### config.mk
export PLATFORM = sky130hd
export DESIGN_NAME = chan_debounce
export DESIGN_NICKNAME = d
export VERILOG_FILES = /design/src/rtl/dbnc_pkg.sv /design/src/rtl/dbnc_prescale.sv /design/src/rtl/dbnc_regs.sv /design/src/rtl/dbnc_chan.sv /design/src/rtl/chan_debounce.sv
export SDC_FILE = /design/constraint.sdc
export NUM_CORES = 1
export LEC_CHECK = 0
export ABC_CLOCK_PERIOD_IN_PS = 2800
export BUFFER_PORTS_ARGS = -buffer_cell sky130_fd_sc_hd__buf_4
export CORE_AREA = 2 2 314 316
export DETAILED_ROUTE_END_ITERATION = 7
export DIE_AREA = 0 0 316 318
export HOLD_SLACK_MARGIN = 0.12
export PLACE_DENSITY = 0.63
export SYNTH_ARGS = -nofsm -noshare
export SYNTH_HDL_FRONTEND = slang
export SYNTH_SLANG_ARGS = --single-unit
export TNS_END_PERCENT = 50
### constraint.sdc
create_clock -name clk_i -period 2.8 [get_ports clk_i]
set_input_delay 0.28 -clock clk_i [delete_from_list [all_inputs] [get_ports clk_i]]
set_output_delay 0.28 -clock clk_i [all_outputs]
set_load 0.005 [all_outputs]
### src/rtl/dbnc_pkg.sv
package dbnc_pkg;
  typedef enum logic [1:0] {
    DUR_SEL0 = 2'd0,
    DUR_SEL1 = 2'd1,
    DUR_SEL2 = 2'd2,
    DUR_SEL3 = 2'd3
  } dur_sel_e;
endpackage

### src/rtl/dbnc_prescale.sv
module dbnc_prescale #(
  parameter int TICK_DIV = 31
) (
  input  logic clk_i,
  input  logic rst_ni,
  output logic tick_o
);
  localparam int PW = (TICK_DIV > 2) ? $clog2(TICK_DIV) : 1;
  localparam logic [PW-1:0] LAST = PW'(TICK_DIV - 1);

  logic [PW-1:0] cnt_q;

  always_ff @(posedge clk_i or negedge rst_ni) begin
    if (!rst_ni)             cnt_q <= '0;
    else if (cnt_q == LAST)  cnt_q <= '0;
    else                     cnt_q <= cnt_q + 1'b1;
  end

  assign tick_o = (cnt_q == LAST);

  generate
    if (TICK_DIV > 1) begin : g_gap
      p_tick_gap_r8: assert property (@(posedge clk_i) disable iff (!rst_ni)
        tick_o |=> !tick_o);
    end
  endgenerate
endmodule

### src/rtl/dbnc_regs.sv
module dbnc_regs #(
  parameter int NUM_CH = 32,
  parameter int ADDR_W = 4
) (
  input  logic                  clk_i,
  input  logic                  rst_ni,
  input  logic                  we_i,
  input  logic [ADDR_W-1:0]     addr_i,
  input  logic [7:0]            wdata_i,
  output logic [7:0]            rdata_o,
  output logic [NUM_CH-1:0]     en_o,
  output logic [2*NUM_CH-1:0]   sel_o
);
  localparam int EN_REGS  = NUM_CH / 8;
  localparam int DUR_REGS = NUM_CH / 4;
  localparam int N_REGS   = EN_REGS + DUR_REGS;

  logic [NUM_CH-1:0]   en_q;
  logic [2*NUM_CH-1:0] sel_q;

  for (genvar r = 0; r < EN_REGS; r++) begin : g_en
    always_ff @(posedge clk_i or negedge rst_ni) begin
      if (!rst_ni)                               en_q[r*8 +: 8] <= '0;
      else if (we_i && addr_i == ADDR_W'(r))     en_q[r*8 +: 8] <= wdata_i;
    end
  end

  for (genvar r = 0; r < DUR_REGS; r++) begin : g_dur
    always_ff @(posedge clk_i or negedge rst_ni) begin
      if (!rst_ni)                                       sel_q[r*8 +: 8] <= '0;
      else if (we_i && addr_i == ADDR_W'(EN_REGS + r))   sel_q[r*8 +: 8] <= wdata_i;
    end
  end

  always_comb begin
    rdata_o = '0;
    for (int r = 0; r < EN_REGS; r++)
      if (addr_i == ADDR_W'(r)) rdata_o = en_q[r*8 +: 8];
    for (int r = 0; r < DUR_REGS; r++)
      if (addr_i == ADDR_W'(EN_REGS + r)) rdata_o = sel_q[r*8 +: 8];
  end

  assign en_o  = en_q;
  assign sel_o = sel_q;

  p_unmapped_wr_r2: assert property (@(posedge clk_i) disable iff (!rst_ni)
    (we_i && 32'(addr_i) >= N_REGS) |=> ($stable(en_q) && $stable(sel_q)));
endmodule

### src/rtl/dbnc_chan.sv
module dbnc_chan
  import dbnc_pkg::*;
#(
  parameter int TICKS0 = 4,
  parameter int TICKS1 = 64,
  parameter int TICKS2 = 1008,
  parameter int TICKS3 = 8065,
  parameter int CW     = 13
) (
  input  logic       clk_i,
  input  logic       rst_ni,
  input  logic       raw_i,
  input  logic       en_i,
  input  logic [1:0] sel_i,
  input  logic       tick_i,
  output logic       filt_o
);
  logic [1:0]    sync_q;
  logic          s_w;
  logic          state_q;
  logic [CW-1:0] cnt_q;
  logic [CW-1:0] lim_w;

  assign s_w = sync_q[1];

  always_comb begin
    unique case (dur_sel_e'(sel_i))
      DUR_SEL0: lim_w = CW'(TICKS0);
      DUR_SEL1: lim_w = CW'(TICKS1);
      DUR_SEL2: lim_w = CW'(TICKS2);
      default:  lim_w = CW'(TICKS3);
    endcase
  end

  always_ff @(posedge clk_i or negedge rst_ni) begin
    if (!rst_ni) begin
      sync_q  <= '0;
      state_q <= 1'b0;
      cnt_q   <= '0;
    end else begin
      sync_q <= {sync_q[0], raw_i};
      if (!en_i) begin
        state_q <= s_w;              // track so enabling causes no glitch
        cnt_q   <= '0;
      end else if (s_w == state_q) begin
        cnt_q   <= '0;
      end else if (tick_i) begin
        if (cnt_q >= lim_w - 1'b1) begin  // >= covers a select shrunk mid-count
          state_q <= s_w;
          cnt_q   <= '0;
        end else begin
          cnt_q   <= cnt_q + 1'b1;
        end
      end
    end
  end

  assign filt_o = en_i ? state_q : s_w;

  p_flip_on_tick_r5: assert property (@(posedge clk_i) disable iff (!rst_ni)
    ($past(en_i) && state_q != $past(state_q)) |-> $past(tick_i));

  p_flip_to_raw_r7: assert property (@(posedge clk_i) disable iff (!rst_ni)
    (state_q != $past(state_q)) |-> (state_q == $past(s_w)));

  p_cnt_clear_r7: assert property (@(posedge clk_i) disable iff (!rst_ni)
    (en_i && s_w == state_q) |=> (cnt_q == '0));
endmodule

### src/rtl/chan_debounce.sv
module chan_debounce #(
  parameter int NUM_CH   = 32,
  parameter int ADDR_W   = 4,
  parameter int TICK_DIV = 31,
  parameter int TICKS0   = 4,
  parameter int TICKS1   = 64,
  parameter int TICKS2   = 1008,
  parameter int TICKS3   = 8065
) (
  input  logic              clk_i,
  input  logic              rst_ni,
  input  logic [NUM_CH-1:0] raw_i,
  input  logic              reg_we_i,
  input  logic [ADDR_W-1:0] reg_addr_i,
  input  logic [7:0]        reg_wdata_i,
  output logic [7:0]        reg_rdata_o,
  output logic [NUM_CH-1:0] filt_o
);
  localparam int MAX01 = (TICKS0 > TICKS1) ? TICKS0 : TICKS1;
  localparam int MAX23 = (TICKS2 > TICKS3) ? TICKS2 : TICKS3;
  localparam int MAXT  = (MAX01 > MAX23) ? MAX01 : MAX23;
  localparam int CW    = $clog2(MAXT + 1);

  logic                tick_w;
  logic [NUM_CH-1:0]   en_w;
  logic [2*NUM_CH-1:0] sel_w;

  dbnc_prescale #(.TICK_DIV(TICK_DIV)) u_prescale (
    .clk_i  (clk_i),
    .rst_ni (rst_ni),
    .tick_o (tick_w)
  );

  dbnc_regs #(.NUM_CH(NUM_CH), .ADDR_W(ADDR_W)) u_regs (
    .clk_i   (clk_i),
    .rst_ni  (rst_ni),
    .we_i    (reg_we_i),
    .addr_i  (reg_addr_i),
    .wdata_i (reg_wdata_i),
    .rdata_o (reg_rdata_o),
    .en_o    (en_w),
    .sel_o   (sel_w)
  );

  for (genvar c = 0; c < NUM_CH; c++) begin : g_ch
    dbnc_chan #(
      .TICKS0(TICKS0), .TICKS1(TICKS1), .TICKS2(TICKS2), .TICKS3(TICKS3), .CW(CW)
    ) u_chan (
      .clk_i  (clk_i),
      .rst_ni (rst_ni),
      .raw_i  (raw_i[c]),
      .en_i   (en_w[c]),
      .sel_i  (sel_w[2*c +: 2]),
      .tick_i (tick_w),
      .filt_o (filt_o[c])
    );
  end
endmodule

# ---- After elaboration in Yosys (flattened, before gate mapping)
# Cells that the tools add are included.
dict set report classes {
  n_lt_le_gt_ge 32
  n_eq_ne 236
  reduce_logical 77
  mux 333
  n_addsub 65
}
# operator n
set ops {}
lappend ops {{$mux 13} 128}
lappend ops {{$pmux 13 s3} 32}
lappend ops {{$add 13x1->13 const B} 32}
lappend ops {{$ge 13x13->1} 32}
lappend ops {{$sub 13x1->13 const B} 32}
lappend ops {{$mux 1} 160}
lappend ops {{$ne 2x1->1 const B} 64}
lappend ops {{$mux 8} 12}
lappend ops {{$ne 3x1->1 const B} 32}
lappend ops {{$reduce_and 3->1} 32}
lappend ops {{$eq 2x1->1 const B} 32}
lappend ops {{$eq 2x2->1 const B} 32}
lappend ops {{$logic_not 2->1} 32}
lappend ops {{$ne 2x2->1 const B} 32}
lappend ops {{$eq 1x1->1} 32}
lappend ops {{$eq 4x3->1 const B} 4}
lappend ops {{$eq 4x4->1 const B} 4}
lappend ops {{$logic_and 1x1->1} 12}
lappend ops {{$eq 4x2->1 const B} 2}
lappend ops {{$add 5x1->5 const B} 1}
lappend ops {{$eq 5x5->1 const B} 1}
lappend ops {{$mux 5} 1}
lappend ops {{$eq 4x1->1 const B} 1}
lappend ops {{$logic_not 4->1} 1}
dict set report word_totals {
  output_inout_bits 40
  input_bits 47
  elab_cells 852
  regBits 613
}

# ---- Longest topological paths before layout
# Gate-level depths: netlist (run 1).
dict set report logic_depth {
  ltp_word 13
  ltp_mapped 12
  depth_no_buf 10
}

# ---- Cells and area by module
# A second synthesis (run 1) with hierarchy kept.
dict set report unflattened {
  hier_cells 5149
  area_unflattened_um2 47628.2
}
# module instances cells_per_inst area_per_inst_um2
set modules_own_cells {}
lappend modules_own_cells {{dbnc_chan at g_ch[19].u_chan ...} 17 152 1328.8}
lappend modules_own_cells {{dbnc_chan at g_ch[0].u_chan ...} 14 147 1345.0}
lappend modules_own_cells {dbnc_regs 1 348 4727.0}
lappend modules_own_cells {{dbnc_chan at g_ch[9].u_chan} 1 139 1237.4}
lappend modules_own_cells {dbnc_prescale 1 20 244.0}

# ---- Worst setup path after synthesis (run 1)
# Ideal clock, no wire load.
dict set report synth_timing {
  path_kind {reg2reg}
  start {register u_regs.sel_q[7], in the netlist u_regs.sel_o[7]}
  end {register g_ch[3].u_chan.cnt_q[9]}
  path_slack_ps 269
  n_path_buf 1
  stages_incl_launch_ff 12
  arrival_time_ps 2405
  t_required_ps 2674
  path_cell_list {dfrtp_1 > inv_1 > ha_1 > inv_1 > ha_1 > nand2_1 > o21bai_1 > a211oi_1 > o221a_2 > buf_2 > nor2_1 > a221o_1}
}
dict set report synth_via {
  elab_chain_len 8
  word_cells_on_any_way 10
  classes_between {add/sub (1); order compare (1); eq/ne (2); mux (5); reduce/logical (1)}
}
# item line
set synth_rtl {}
lappend synth_rtl {{start: declaration} dbnc_regs.sv:19} ;# logic [2*NUM_CH-1:0] sel_q;
lappend synth_rtl {{start signal: indexed assignment} dbnc_regs.sv:31} ;# else if (we_i && addr_i == ADDR_W'(EN_REGS + r)) sel_q[r*8 +: 8] <= wdata_i;
lappend synth_rtl {{$eq 2x2->1 (tied with other cells)} dbnc_chan.sv:27} ;# unique case (dur_sel_e'(sel_i))
lappend synth_rtl {{$pmux 13 s3 *} dbnc_chan.sv:27}
lappend synth_rtl {{$sub 13x1->13 *} dbnc_chan.sv:48} ;# if (cnt_q >= lim_w - 1'b1) begin
lappend synth_rtl {{$ge 13x13->1 *} dbnc_chan.sv:48}
lappend synth_rtl {{$mux 13 *} dbnc_chan.sv:48}
lappend synth_rtl {{$mux 13 *} dbnc_chan.sv:47} ;# end else if (tick_i) begin
lappend synth_rtl {{$mux 13 *} dbnc_chan.sv:45} ;# end else if (s_w == state_q) begin
lappend synth_rtl {{$mux 13 *} dbnc_chan.sv:42} ;# if (!en_i) begin
lappend synth_rtl {{end signal: assignment} dbnc_chan.sv:52} ;# cnt_q <= cnt_q + 1'b1;
lappend synth_rtl {{end: declaration} dbnc_chan.sv:21} ;# logic [CW-1:0] cnt_q;
# Every way passes the cells marked *; elsewhere a longest branch is shown, timed or not. The select of a mux whose other input is x is not followed.
# A chain may end at the register's enable or synchronous reset.

# ---- Worst setup path after layout (run 1)
dict set report layout_timing {
  start {register u_regs.en_q[13], in the netlist u_regs.en_o[13]}
  end {output port reg_rdata_o[5]}
}
dict set report layout_via {
  elab_chain_len 11
}
# item line
set layout_rtl {}
lappend layout_rtl {{start: declaration} dbnc_regs.sv:18} ;# logic [NUM_CH-1:0] en_q;
lappend layout_rtl {{start signal: indexed assignment} dbnc_regs.sv:24} ;# else if (we_i && addr_i == ADDR_W'(r)) en_q[r*8 +: 8] <= wdata_i;
lappend layout_rtl {{$mux 8 (3 in a row)} dbnc_regs.sv:38} ;# if (addr_i == ADDR_W'(r)) rdata_o = en_q[r*8 +: 8];
lappend layout_rtl {{$mux 8 (8 in a row)} dbnc_regs.sv:40} ;# if (addr_i == ADDR_W'(EN_REGS + r)) rdata_o = sel_q[r*8 +: 8];
lappend layout_rtl {{end: declaration} chan_debounce.sv:16} ;# output logic [7:0] reg_rdata_o,
# Every way passes these cells.

==> results.py, run 1 <==
metrics = {
    "global_routing": {
        "grt_pass1_vias": 34761,
        "grt_max_degree": 106,
        "grt_use_total": 0.220,
        "grt_pass1_wl_um": 182000,
        "gr-total-overflow": 0,
        "antenna_found_initial": 4,
    },
    "floorplan": {
        "rows": 115,
        "die_x_um": 316,
        "ioPinCount": 87,
        "die_h_um": 318,
        "die_area_mm2": 0.100,
        "start_util": 0.444,
        "core_mm2": 0.0974,
    },
    "power_and_ir_drop": {
        "ir_worst_vdd_mv": 0.437,
        "power.density_mw_per_mm2": 637,
        "leakagePower_uw": 0.0229,
    },
    "sta": {
        "hold_viol": 0,
        "hold_ws_ns": 0.138,
        "final-max-slew-violation-count": 0,
        "worstMarginPinSlew_ns": 1.05,
        "finalCriticalPeriod_ns": 2.76,
        "fin_skew_ns": 0.0189,
        "setup_viol": 0,
        "fmax_ghz": 0.362,
        "rsz0062_at_grt": "true",
        "min_period_over_period": 0.987,
        "slew_headroom": 0.298,
    },
    "critical_path": {
        "worstPathArrival_ns": 2.48,
        "cp_top_family": "multiplexers",
        "crit_type": "flop to output port",
        "crit_path_frequent_cell": "buf_4",
        "cp_num_buf_inv": 2,
        "worstPathCellList": "mux4_2 -> a21oi_2 -> nor2_1 -> a311oi_1 -> nor3_1 -> buf_4 -> buf_4",
        "cp-start-kind": "flop",
        "required_ns": 2.52,
        "path_max_fanout": 6,
        "cp-end-kind": "output port",
        "crit_slowest_cell": "mux4_2",
        "cpPeakStageDelay_ns": 0.55,
    },
    "finish": {
        "final_cells": 6330,
        "final_area_mm2": 0.0498,
        "utilization": 0.511,
        "area_growth_pct": 15.2,
        "layout_common_cells": "dfrtp_1, nand2_1, ha_1",
        "layout-drive-gt1-share": 0.133,
        "final_common_cell": "dfrtp_1",
        "nets": 5586,
    },
    "place": {
        "portBuffers": 86,
        "placed_cell_area_mm2": 0.0462,
        "numPlacedInstances": 6136,
        "globalplace.congestion": 0.894,
        "dp_hpwl_um": 81600,
    },
    "routing": {
        "drt-total-wl_um": 111000,
        "drt_iter0_drc": 2385,
        "vias": 36569,
        "via_per_inst": 5.78,
        "wl_per_cell_um": 17.6,
        "first_pass_iters": 5,
        "ant_nets": 0,
        "drc_errors": 0,
    },
    "synthesis": {
        "seq_area_frac_synth": 0.355,
        "synth_area_per_cell_um2": 9.12,
        "synth_top_cell_by_area": "dfrtp_1",
        "synth_edf_count": 0,
        "yosysUniqueCellTypes": 100,
        "ys_top_cells_by_area": "dfrtp_1, ha_1, nand2_1",
        "synthesis.instances": 4741,
        "syn_area_mm2": 0.0433,
        "yosysWarnings": 0,
        "ys.flop_type": "dfrtp_1",
        "synth_top_area_frac": 0.355,
        "async_flop_share": 1.00,
        "synthesis.nets": 5338,
        "ys_ff_latch": 613,
    },
    "status": {
        "outcome": "complete, no violations",
    },
    "clock_network": {
        "clk_latency_ns": 0.64,
        "cts_root_buffer": "clkbuf_16",
        "cts.clk_slew.worst_paths_ns": 0.05,
        "clock-sinks": 613,
        "clockBufferDepth": 3,
        "cts_tree": "done",
        "htreeDepth": 3,
        "cts_made_buffers": 77,
    },
    "hold_path": {
        "hold_path.class": "primary input to async pin",
    },
    "job": {
        "maxCapViolations": 0,
    },
}
==> stage by stage <==
step,setup TNS (ns),setup WS (ns),total power [uW]
2_1_floorplan,0,0.269,17500
3_3_place_gp,-0.310,-0.0925,20700
3_5_place_dp,-0.483,-0.103,20900
4_1_cts,-0.00506,-0.00506,31700
5_1_grt,-0.247,-0.0697,33800
6_report,0,0.0367,31700
==> area by class of cell <==
cell class / count / area, um2
sequential: 613 / 15400
tap: 1287 / 1610
fill: 8869 / 47600
clock buffer: 108 / 2270
antenna: 1 / 2.50
inverter: 317 / 1190
multi-input combinational: 3653 / 26300
timing repair buffer: 327 / 2740
clock inverter: 24 / 384
==> per-layer routing <==
metal / part of all wire / wire, um / global-route usage
met1: 0.47 / 52700 / 0.312
met2: 0.44 / 48900 / 0.339
met3: 0.055 / 6110 / 0.0358
met4: 0.032 / 3590 / 0.0787
met5: 0.00014 / 16 / 0
==> timing repair <==
item	in CTS	in global routing
gates resized for setup	8	75
setup endpoints to repair	16	170
pin swaps	1	19
cloned	0	1
buffers inserted	0	18
hold buffers	42	0
endpoints found under the hold margin	487	0
==> sequential cells by signal (all words and copies together) (netlist names) <==
name / count
g_ch.u_chan.cnt_q: 416
g_ch.u_chan.sync_q: 64
u_regs.sel_o: 64
g_ch.u_chan.state_q: 32
u_regs.en_o: 32
u_prescale.cnt_q: 5
==> worst paths after layout <==
check,from,slack [ns],cells after the start,endpoint
setup / recovery,u_regs.en_o[13],0.04,7,reg_rdata_o[5]
setup reg to reg,u_regs.sel_o[26],0.10,10,g_ch[13].u_chan.cnt_q[10]
max in group asynchronous,rst_ni,1.64,4,u_regs.sel_o[3]
min in group clk_i,raw_i[15],0.29,2,g_ch[15].u_chan.sync_q[0]
hold reg to reg,g_ch[4].u_chan.sync_q[0],0.34,0,g_ch[4].u_chan.sync_q[1]
hold / removal,rst_ni,0.14,2,g_ch[21].u_chan.cnt_q[9]
==> cells in the mapped netlist, types with 105 or more instances <==
cell and instances:
dfrtp_1 613, nand2_1 562, ha_1 550, inv_1 316
nand3_1 288, nor2_1 244, o21ai_0 226, nand4_1 167
a21oi_1 142, nor3_1 118, mux2_2 110, nor2b_1 105
==> where the power goes <==
part / switching [uW] / leakage, uW / internal (uW)
Clock: 3970 / 0.00130 / 6530
Sequential: 1150 / 0.00812 / 9640
Combinational: 6030 / 0.0135 / 4390
Total: 11200 / 0.0229 / 20600
==> kinds of logic (layout without fill, tap and decap cells) <==
family | Yosys count | in the layout | synth area share
simple gates | 1826 | 1826 | 0.212
fa+ha+maj | 550 | 550 | 0.159
compound gates | 1031 | 1032 | 0.166
mux | 174 | 174 | 0.0476
buf+inv | 476 | 776 | 0.0464
other cells | 0 | 1 | 0
xor+xnor | 71 | 71 | 0.0144
flops | 613 | 613 | 0.355
No activity file was read; power rests on OpenSTA's default activity.
==> inputs of run 2 (changes only) <==
--- a/config.mk
+++ b/config.mk
@@ -6,12 +6,12 @@
 export NUM_CORES = 1
 export LEC_CHECK = 0
 export ABC_CLOCK_PERIOD_IN_PS = 2800
-export BUFFER_PORTS_ARGS = -buffer_cell sky130_fd_sc_hd__buf_4
 export CORE_AREA = 2 2 314 316
 export DETAILED_ROUTE_END_ITERATION = 7
 export DIE_AREA = 0 0 316 318
+export DONT_BUFFER_PORTS = 1
 export HOLD_SLACK_MARGIN = 0.12
-export PLACE_DENSITY = 0.63
+export PLACE_DENSITY = 0.62
 export SYNTH_ARGS = -nofsm -noshare
 export SYNTH_HDL_FRONTEND = slang
 export SYNTH_SLANG_ARGS = --single-unit
==> run 2 against run 1 <==
  * The flow now finishes with violations (hold timing, slew limit)
  * Die area did not move
  * Fmax fell by 0.13%
  * Critical path type is now primary input to async pin
  * Critical path depth fell by 7
  * First-iteration DRC count rose by 8.0%
  * Non-clock buffer count fell by 84
==> results.py, run 2 (synthesis results as in run 1) <==
metrics = {
    "sta": {
        "rsz0062_at_grt": "true",
        "final-max-slew-violation-count": 538,
        "finalCriticalPeriod_ns": 2.77,
        "setup_tns_ns": 0,
        "hold_ws_ns": -0.641,
        "fmax_ghz": 0.361,
        "fin_ws_ns": 0.0332,
        "slew_headroom": -1.74,
        "fin_skew_ns": 0.0158,
        "worstMarginPinSlew_ns": 4.11,
        "hold_viol": 211,
        "setup_viol": 0,
        "min_period_over_period": 0.988,
    },
    "power_and_ir_drop": {
        "p_clk_frac": 0.337,
        "combPwrFrac": 0.317,
        "ir_worst_vdd_mv": 0.439,
        "power_frac_seq": 0.346,
        "power.density_mw_per_mm2": 636,
        "switching_share": 0.350,
        "leakagePower_uw": 0.0225,
        "switchingPower_uw": 10900,
        "internal-power_uw": 20300,
    },
    "floorplan": {
        "die_area_mm2": 0.100,
        "die_h_um": 318,
        "core_mm2": 0.0974,
        "start_util": 0.444,
        "die_x_um": 316,
        "ioPinCount": 87,
        "rows": 115,
    },
    "routing": {
        "via_per_inst": 5.79,
        "first_pass_iters": 6,
        "vias": 36172,
        "drt_iter0_drc": 2576,
        "drt-total-wl_um": 111000,
        "drc_errors": 0,
        "ant_nets": 0,
        "wl_per_cell_um": 17.8,
    },
    "critical_path": {
        "cp-end-kind": "async pin",
        "worstPathArrival_ns": 2.28,
        "reg2reg_depth": 12,
        "cp-start-kind": "primary input",
        "path_depth": 0,
        "path_max_fanout": 613,
        "crit_type": "primary input to async pin",
        "required_ns": 2.31,
    },
    "place": {
        "portBuffers": 0,
        "globalplace.congestion": 0.895,
        "dp_slack_ns": -0.167,
        "dp_hpwl_um": 79300,
    },
    "clock_network": {
        "clk_latency_ns": 0.64,
        "clock-sinks": 613,
        "htreeDepth": 3,
        "cts.clk_slew.worst_paths_ns": 0.07,
        "cts_root_buffer": "clkbuf_16",
        "cts_made_buffers": 77,
        "cts_tree": "done",
        "clockBufferDepth": 3,
        "postCtsHoldBufs": 57,
    },
    "finish": {
        "layout_common_cells": "dfrtp_1, nand2_1, ha_1",
        "largest-register": "g_ch.u_chan.cnt_q",
        "layout-drive-gt1-share": 0.114,
        "largest_register_ffs": 416,
        "area_growth_pct": 13.6,
        "nets": 5502,
        "final_common_cell": "dfrtp_1",
    },
    "global_routing": {
        "grt_use_total": 0.220,
        "gr-total-overflow": 0,
        "grt_pass1_vias": 34219,
        "antenna_found_initial": 6,
        "grt_max_degree": 614,
        "grt_pass1_wl_um": 182000,
    },
    "job": {
        "maxCapViolations": 0,
    },
    "status": {
        "violations": "hold timing, slew limit",
        "outcome": "finished, violations left",
    },
    "hold_path": {
        "hold_path.class": "primary input to async pin",
    },
}
==> run 2: cell count changes in the layout (fill, tap and decap cells not counted), moves of 3 or more <==
| cell | before | now |
|---|---|---|
| clkinv_4 | 0 | 3 |
| a211oi_2 | 3 | 6 |
| buf_6 | 6 | 1 |
| buf_12 | 12 | 5 |
| dfrtp_1 | 600 | 606 |
| ha_4 | 3 | 6 |
| a2111oi_1 | 4 | 7 |
| dfrtp_2 | 13 | 7 |
| buf_4 | 266 | 182 |
| clkinv_2 | 9 | 13 |
| ha_1 | 546 | 543 |
| dlygate4sd3_1 | 42 | 55 |
==> run 2: area by class of cell <==
cell class | count | area (um2)
Clock buffer | 108 | 2250
Inverter | 317 | 1190
Fill cell | 8976 | 48300
Sequential cell | 613 | 15300
Multi-Input combinational cell | 3653 | 26300
Tap cell | 1287 | 1610
Antenna cell | 2 | 5.00
Timing Repair Buffer | 243 | 2030
Clock inverter | 28 | 407
==> run 2: worst paths after layout <==
path                                                  end                     start  slack (ns)
worst max-delay path                     u_regs.sel_o[37]                    rst_ni        0.03
worst min-delay path            g_ch[19].u_chan.sync_q[1]                    rst_ni       -0.64
worst max register to register   g_ch[11].u_chan.cnt_q[6]          u_regs.sel_o[22]        0.08
worst min register to register   g_ch[5].u_chan.sync_q[1]  g_ch[5].u_chan.sync_q[0]        0.34
max in group clk_i               g_ch[11].u_chan.cnt_q[6]          u_regs.sel_o[22]        0.08
min in group clk_i              g_ch[26].u_chan.sync_q[0]                 raw_i[26]        0.19
==> run 2: power groups by stage <==
stage	logic, uW	clock network [uW]	registers (uW)
6_report	9900	10500	10800
5_1_grt	11200	11200	10900
4_1_cts	9610	10800	10800
3_5_place_dp	9400	0	10900
3_3_place_gp	9210	0	10900
2_1_floorplan	7040	0	10500
==> run 2: through the flow <==
stage                     instances  total power, uW  area, um2   util
after floorplan                4741            17500      43300      -
after global placement         6034            20100      45400  0.466
after detailed placement       6034            20300      45400  0.466
after CTS                      6227            31200      48600  0.499
after global routing           6249            33300      49100  0.504
final                          6251            31200      49100  0.504
==> run 2: repair_timing <==
item                                   in CTS  in global routing
setup buffers                               0                 21
gates resized for setup                     4                 64
pin swaps                                   0                 21
endpoints found under the hold margin     741                613
setup endpoints to repair                  18                179
cloned                                      0                  1
==> run 2: per-layer routing <==
layer | vias to the layer above | part of all wire | global-route usage
met5 | - | 0 | 0
met4 | 0 | 0.022 | 0.0546
met3 | 152 | 0.060 | 0.0382
met2 | 799 | 0.44 | 0.338
met1 | 17430 | 0.48 | 0.319
li1 | 17791 | - | -
